File: config.mk
export PLATFORM = sky130hd
export DESIGN_NAME = rx_ring_ptr_regs
export DESIGN_NICKNAME = d
export VERILOG_FILES = /design/src/rtl/rxr_pkg.sv /design/src/rtl/rxr_addr_decode.sv /design/src/rtl/rxr_ring_math.sv /design/src/rtl/rx_ring_ptr_regs.sv
export SDC_FILE = /design/constraint.sdc
export NUM_CORES = 1
export LEC_CHECK = 0
export ABC_AREA = 1
export BUFFER_PORTS_ARGS = -buffer_cell sky130_fd_sc_hd__buf_2
export CAP_MARGIN = 20
export CORE_MARGIN = 2
export CORE_UTILIZATION = 44
export DETAILED_ROUTE_END_ITERATION = 16
export GPL_TIMING_DRIVEN = 0
export PLACE_DENSITY = 0.7
export SYNTH_ARGS = -nofsm -noshare
export SYNTH_HDL_FRONTEND = slang
export SYNTH_HIERARCHICAL = 1
export SYNTH_SLANG_ARGS = --single-unit
export TNS_END_PERCENT = 50
File: constraint.sdc
create_clock -name clk -period 3.37 [get_ports clk]
set_input_delay 0.674 -clock clk [delete_from_list [all_inputs] [get_ports clk]]
set_output_delay 0.674 -clock clk [all_outputs]
set_load 0.1 [all_outputs]
File: src/rtl/rxr_pkg.sv
package rxr_pkg;

    typedef enum logic [1:0] {
        SEL_NONE = 2'd0,
        SEL_HEAD = 2'd1,
        SEL_TAIL = 2'd2
    } reg_sel_e;

endpackage

File: src/rtl/rxr_addr_decode.sv
module rxr_addr_decode
    import rxr_pkg::*;
#(
    parameter int unsigned ADDR_W  = 16,
    parameter int unsigned N_LOC   = 2,
    parameter logic [N_LOC*ADDR_W-1:0] HEAD_LOCS = {16'h0120, 16'h2810},
    parameter logic [N_LOC*ADDR_W-1:0] TAIL_LOCS = {16'h0128, 16'h2818}
) (
    input  logic [ADDR_W-1:0] addr,
    output reg_sel_e          sel
);

    logic [N_LOC-1:0] head_hit;
    logic [N_LOC-1:0] tail_hit;

    for (genvar i = 0; i < N_LOC; i++) begin : g_loc
        assign head_hit[i] = (addr == HEAD_LOCS[i*ADDR_W +: ADDR_W]);
        assign tail_hit[i] = (addr == TAIL_LOCS[i*ADDR_W +: ADDR_W]);
    end

    always_comb begin
        if (|head_hit)      sel = SEL_HEAD;
        else if (|tail_hit) sel = SEL_TAIL;
        else                sel = SEL_NONE;
    end

    // an address never selects both registers
    always_comb begin
        a_sel_exclusive_r3: assert (!((|head_hit) && (|tail_hit)));
    end

endmodule

File: src/rtl/rxr_ring_math.sv
module rxr_ring_math #(
    parameter int unsigned PTR_W = 16
) (
    input  logic [PTR_W-1:0] head,
    input  logic [PTR_W-1:0] tail,
    input  logic [PTR_W-1:0] ring_size,
    output logic             empty,
    output logic [PTR_W-1:0] avail,
    output logic [PTR_W-1:0] head_next
);

    localparam int unsigned SUM_W = PTR_W + 1;

    logic [SUM_W-1:0] wrapped_span;
    logic             last_slot;

    assign empty        = (head == tail);
    assign wrapped_span = {1'b0, tail} + {1'b0, ring_size} - {1'b0, head};
    assign last_slot    = ({1'b0, head} + 1'b1) == {1'b0, ring_size};

    always_comb begin
        if (tail >= head) avail = tail - head;
        else              avail = wrapped_span[PTR_W-1:0];
    end

    always_comb begin
        if (last_slot) head_next = '0;
        else           head_next = head + 1'b1;
    end

    // empty ring reports no available descriptors
    always_comb begin
        a_empty_zero_r6: assert (!empty || avail == '0);
    end

endmodule

File: src/rtl/rx_ring_ptr_regs.sv
module rx_ring_ptr_regs
    import rxr_pkg::*;
#(
    parameter int unsigned ADDR_W     = 16,
    parameter int unsigned DATA_W     = 32,
    parameter int unsigned PTR_W      = 16,
    parameter logic [ADDR_W-1:0] HEAD_MAIN  = 16'h2810,
    parameter logic [ADDR_W-1:0] HEAD_ALIAS = 16'h0120,
    parameter logic [ADDR_W-1:0] TAIL_MAIN  = 16'h2818,
    parameter logic [ADDR_W-1:0] TAIL_ALIAS = 16'h0128
) (
    input  logic              clk,
    input  logic              rst_n,
    input  logic              bus_req,
    input  logic              bus_we,
    input  logic [ADDR_W-1:0] bus_addr,
    input  logic [DATA_W-1:0] bus_wdata,
    output logic [DATA_W-1:0] bus_rdata,
    input  logic              rx_enable,
    input  logic [PTR_W-1:0]  ring_size,
    input  logic              hw_consume,
    output logic              consume_ack,
    output logic [PTR_W-1:0]  avail_count,
    output logic              ring_empty,
    output logic              head_wr_err
);

    localparam int unsigned PAD_W = DATA_W - PTR_W;

    typedef struct packed {
        logic [PTR_W-1:0] head;
        logic [PTR_W-1:0] tail;
        logic             err;
    } ring_state_t;

    ring_state_t st_d, st_q;
    reg_sel_e    sel;
    logic [PTR_W-1:0] head_next;
    logic        wr_head;
    logic        wr_tail;
    logic        head_wr_ok;
    logic        head_wr_bad;
    logic        unused_wdata_hi;

    assign unused_wdata_hi = ^bus_wdata[DATA_W-1:PTR_W];

    rxr_addr_decode #(
        .ADDR_W    (ADDR_W),
        .N_LOC     (2),
        .HEAD_LOCS ({HEAD_ALIAS, HEAD_MAIN}),
        .TAIL_LOCS ({TAIL_ALIAS, TAIL_MAIN})
    ) u_decode (
        .addr (bus_addr),
        .sel  (sel)
    );

    rxr_ring_math #(
        .PTR_W (PTR_W)
    ) u_math (
        .head      (st_q.head),
        .tail      (st_q.tail),
        .ring_size (ring_size),
        .empty     (ring_empty),
        .avail     (avail_count),
        .head_next (head_next)
    );

    assign wr_head     = bus_req && bus_we && (sel == SEL_HEAD);
    assign wr_tail     = bus_req && bus_we && (sel == SEL_TAIL);
    assign head_wr_ok  = wr_head && !rx_enable;
    assign head_wr_bad = wr_head && rx_enable;
    assign consume_ack = hw_consume && rx_enable && !ring_empty;

    always_comb begin
        st_d = st_q;
        if (consume_ack) st_d.head = head_next;
        if (head_wr_ok)  st_d.head = bus_wdata[PTR_W-1:0];
        if (head_wr_bad) st_d.err  = 1'b1;
        if (wr_tail)     st_d.tail = bus_wdata[PTR_W-1:0];
    end

    always_ff @(posedge clk or negedge rst_n) begin
        if (!rst_n) st_q <= '0;
        else        st_q <= st_d;
    end

    always_comb begin
        bus_rdata = '0;
        if (bus_req && !bus_we) begin
            case (sel)
                SEL_HEAD: bus_rdata = {{PAD_W{1'b0}}, st_q.head};
                SEL_TAIL: bus_rdata = {{PAD_W{1'b0}}, st_q.tail};
                default:  bus_rdata = '0;
            endcase
        end
    end

    assign head_wr_err = st_q.err;

    // a head write during receive leaves head alone
    p_head_locked_r5: assert property (@(posedge clk) disable iff (!rst_n)
        (head_wr_bad && !consume_ack) |=> $stable(st_q.head));

    // error flag is sticky
    p_err_sticky_r5: assert property (@(posedge clk) disable iff (!rst_n)
        head_wr_err |=> head_wr_err);

    // no acceptance on an empty ring
    p_no_empty_take_r9: assert property (@(posedge clk) disable iff (!rst_n)
        ring_empty |-> !consume_ack);

    // refused request leaves head unchanged when software is not loading it
    p_refuse_hold_r9: assert property (@(posedge clk) disable iff (!rst_n)
        (hw_consume && !consume_ack && !head_wr_ok) |=> $stable(st_q.head));

    // wrap at the last slot
    p_wrap_r8: assert property (@(posedge clk) disable iff (!rst_n)
        (consume_ack && ({1'b0, st_q.head} + 1'b1 == {1'b0, ring_size})) |=> (st_q.head == '0));

    // accepted consume steps head by one
    p_advance_r7: assert property (@(posedge clk) disable iff (!rst_n)
        (consume_ack && ({1'b0, st_q.head} + 1'b1 != {1'b0, ring_size}))
        |=> (st_q.head == $past(st_q.head) + 1'b1));

endmodule

==> results.tsv <==
metric	value	unit
Final WS setup	-85.3	ps
sequential fraction of the synthesis area	15.4	%
Max Clk Rate	289	MHz
fillers	1141	
MaxCap Viol Count	0	
Pwr Density	785	nW/um2
Final nets	1163	
gr usage total	25.3	%
most common cell in the netlist	nand2_1	
Synth cell types	40	
worst hold slack	460	ps
Syn Inst Count	898	
reg2reg path depth	19	
top post-synthesis cells by area	nand2_1, dfrtp_1, inv_1	
leading area contributor after synthesis	nand2_1	
Slew HR	50.5	%
CP Max Fanout	4	
P_leak	0.00399	uW
Via density	5.04	
grt ovf	0	
via count	5988	
placed inst area	6130	um2
CTS root buffer	clkbuf_16	
CTS H-tree lvls	2	
Final Cell Area	7340	um2
endpoint type of the worst setup path	output pin	
drt initial violations	358	
Slew Limit Fails	0	
Die ar.	13100	um2
antenna cells	0	
clock latency on the worst-skew pair	270	ps
Max Buffers Root-to-Sink	2	
setup violators final	7	
ratio of final minimum period to clock period	103	%
P&R area growth vs syn	37.0	%
vias in the first global route	5664	
register area	851	um2
first-pass GRT wire length	26.6	mm
Buffers on Ports	86	
RSZ-0062 raised after global routing	true	
dominant synthesized flop cell	dfrtp_1	
Final ANT Viol Nets	0	
antenna violations before repair	0	
failing checks	negative setup slack	
syn avg cell area	5.97	um2
Starting Density	44.8	%
CTS Buf Count	5	
Synth warnings	6	
status	finished, violations left	
Tightest Pin Transition	742	ps
die height	114	um
DR WL/cell	13.9	um
total wire length	16.5	mm
hpwl dp	12.9	mm
Sink Count	33	
share of layout cells above drive strength 1	30.6	%
Startpoint Class	flip-flop	
Crit path arrival time	2780	ps
setup total negative slack	-386	ps
Routability Congestion	0.962	
top cell type's share of synthesized area	20.0	%
synthesized flop and latch total	33	
Post-CTS Hold Buffers	0	
first drt pass iteration count	5	
synth cell count leaders	nand2_1, inv_1, nand3_1, a21oi_1, nor2_1	
Die X	114	um
largest net degree at the start of global routing	34	
Setup CP Type	flip-flop to output pin	
Fin Clk Skew	4.46	ps
Clock transition at path regs	50	ps
CTS tree	yes	
crit path time final	3460	ps
Post-synth EDFFs	0	
Core Util, Final	61.4	%
CP required	2700	ps
Hold Fails Final Rpt	0	
Multi-input gate area	4240	um2
FP Rows	40	
Residual DRC	0	
# IOs	121	
Async S/R FF share, synth	100	%
Placeable Area	12000	um2
worst vdd ir	0.612	mV
Post-Syn Area	5360	um2
worst hold path class	input pin to asynchronous set/reset pin	
-- sequential cells by signal (all words and copies together), names as in the netlist --
| signal | cells |
|---|---|
| head_wr_err | 1 |
| st_q | 32 |
-- kinds of logic (layout without fill, tap and decap cells) --
logic type      count (synthesis)  in the layout  synth area share, %
buf+inv                       209            337                 16.8
flops                          33             33                 15.4
other cells                     1             16               0.0700
xor+xnor                       24             24                 3.92
fa+ha+maj                      52             52                 14.4
simple gates                  482            482                 39.6
compound gates                 97             97                 9.76
-- final cells by class --
| class | count | share of cell area [%] |
|---|---|---|
| Tap cell | 147 | 2.51 |
| Buffer | 39 | 3.87 |
| Timing Repair Buffer | 121 | 13.5 |
| Multi-Input combinational cell | 671 | 57.7 |
| Sequential cell | 33 | 11.6 |
| Clock buffer | 7 | 1.94 |
| Inverter | 170 | 8.81 |
-- final timing paths --
path / startpoint / to / slack (ps)
max: st_q[1]$_DFFE_PN0P_ / avail_count[14] / -90
min: rst_n / st_q[11]$_DFFE_PN0P_ / 460
max reg2reg: st_q[17]$_DFFE_PN0P_ / st_q[23]$_DFFE_PN0P_ / 700
min reg2reg: head_wr_err$_DFFE_PN0P_ / head_wr_err$_DFFE_PN0P_ / 480
max in group asynchronous: rst_n / st_q[18]$_DFFE_PN0P_ / 2380
min in group clk: head_wr_err$_DFFE_PN0P_ / head_wr_err$_DFFE_PN0P_ / 480
-- critical path, stage by stage, from the launching register on --
cell and delay (ps):
dfrtp_1 400, inv_2 80, ha_4 290, inv_1 40, ha_2 190, fa_2 390, nand2_1 70, nand2_1 60
nand2_2 80, nand2_4 80, a21boi_4 220, nand3b_1 160, nand2_1 60, nand2_1 50, nand3_1 80, nand2_2 80
buf_12 170
-- where the power goes --
group	leakage, uW	internal [uW]	switching (uW)
combinational	0.00350	1630	3240
sequential	0.000425	418	34.0
clock	0.0000700	289	152
-- metrics by stage --
step                      worst slack [ps]  total power (uW)  cells
final                                -85.3              5760   1188
after global routing                  -208              6050   1188
after CTS                            -30.5              5400   1174
after detailed placement              -433              4160   1146
after global placement                -448              4130   1146
after floorplan                       -603              3590    913
-- layer usage --
| layer | vias up | wire length (um) | global-route usage [%] |
|---|---|---|---|
| met3 | 49 | 785 | 2.22 |
| met2 | 233 | 7620 | 43.6 |
| met4 | 0 | 577 | 8.62 |
| met5 | - | 0 | 0 |
| met1 | 2637 | 7500 | 33.4 |
| li1 | 3069 | - | - |
-- cell usage in the layout, fill, tap and decap left out, types with 4 or more instances in the layout --
cell type and n:
a21oi_2 6, dfrtp_2 20, nor2_1 39, nand2_2 20, nor2_2 16, nand3_1 85
fa_1 14, buf_12 12, ha_1 18, nand2_1 266, buf_8 5, buf_4 57
o21ai_0 13, o21ai_2 4, clkbuf_16 5, buf_6 17, inv_1 141, nor3_1 6
inv_2 25, dfrtp_1 13, a21oi_1 35, xnor2_1 10, clkbuf_1 5, buf_2 63
o21ai_4 6, ha_4 15, xor2_1 13, o21ai_1 15, nand3_2 7, nand2_4 5
nand4_1 21, o21bai_1 5, conb_1 16
-- what timing repair did --
item | in CTS | in global routing
setup buffers | 21 | 14
resized for setup | 153 | 65
pin swaps | 31 | 18
setup endpoints to repair | 27 | 26
gates cloned | 0 | 0
Note: power is estimated with default switching activity, not from simulation.
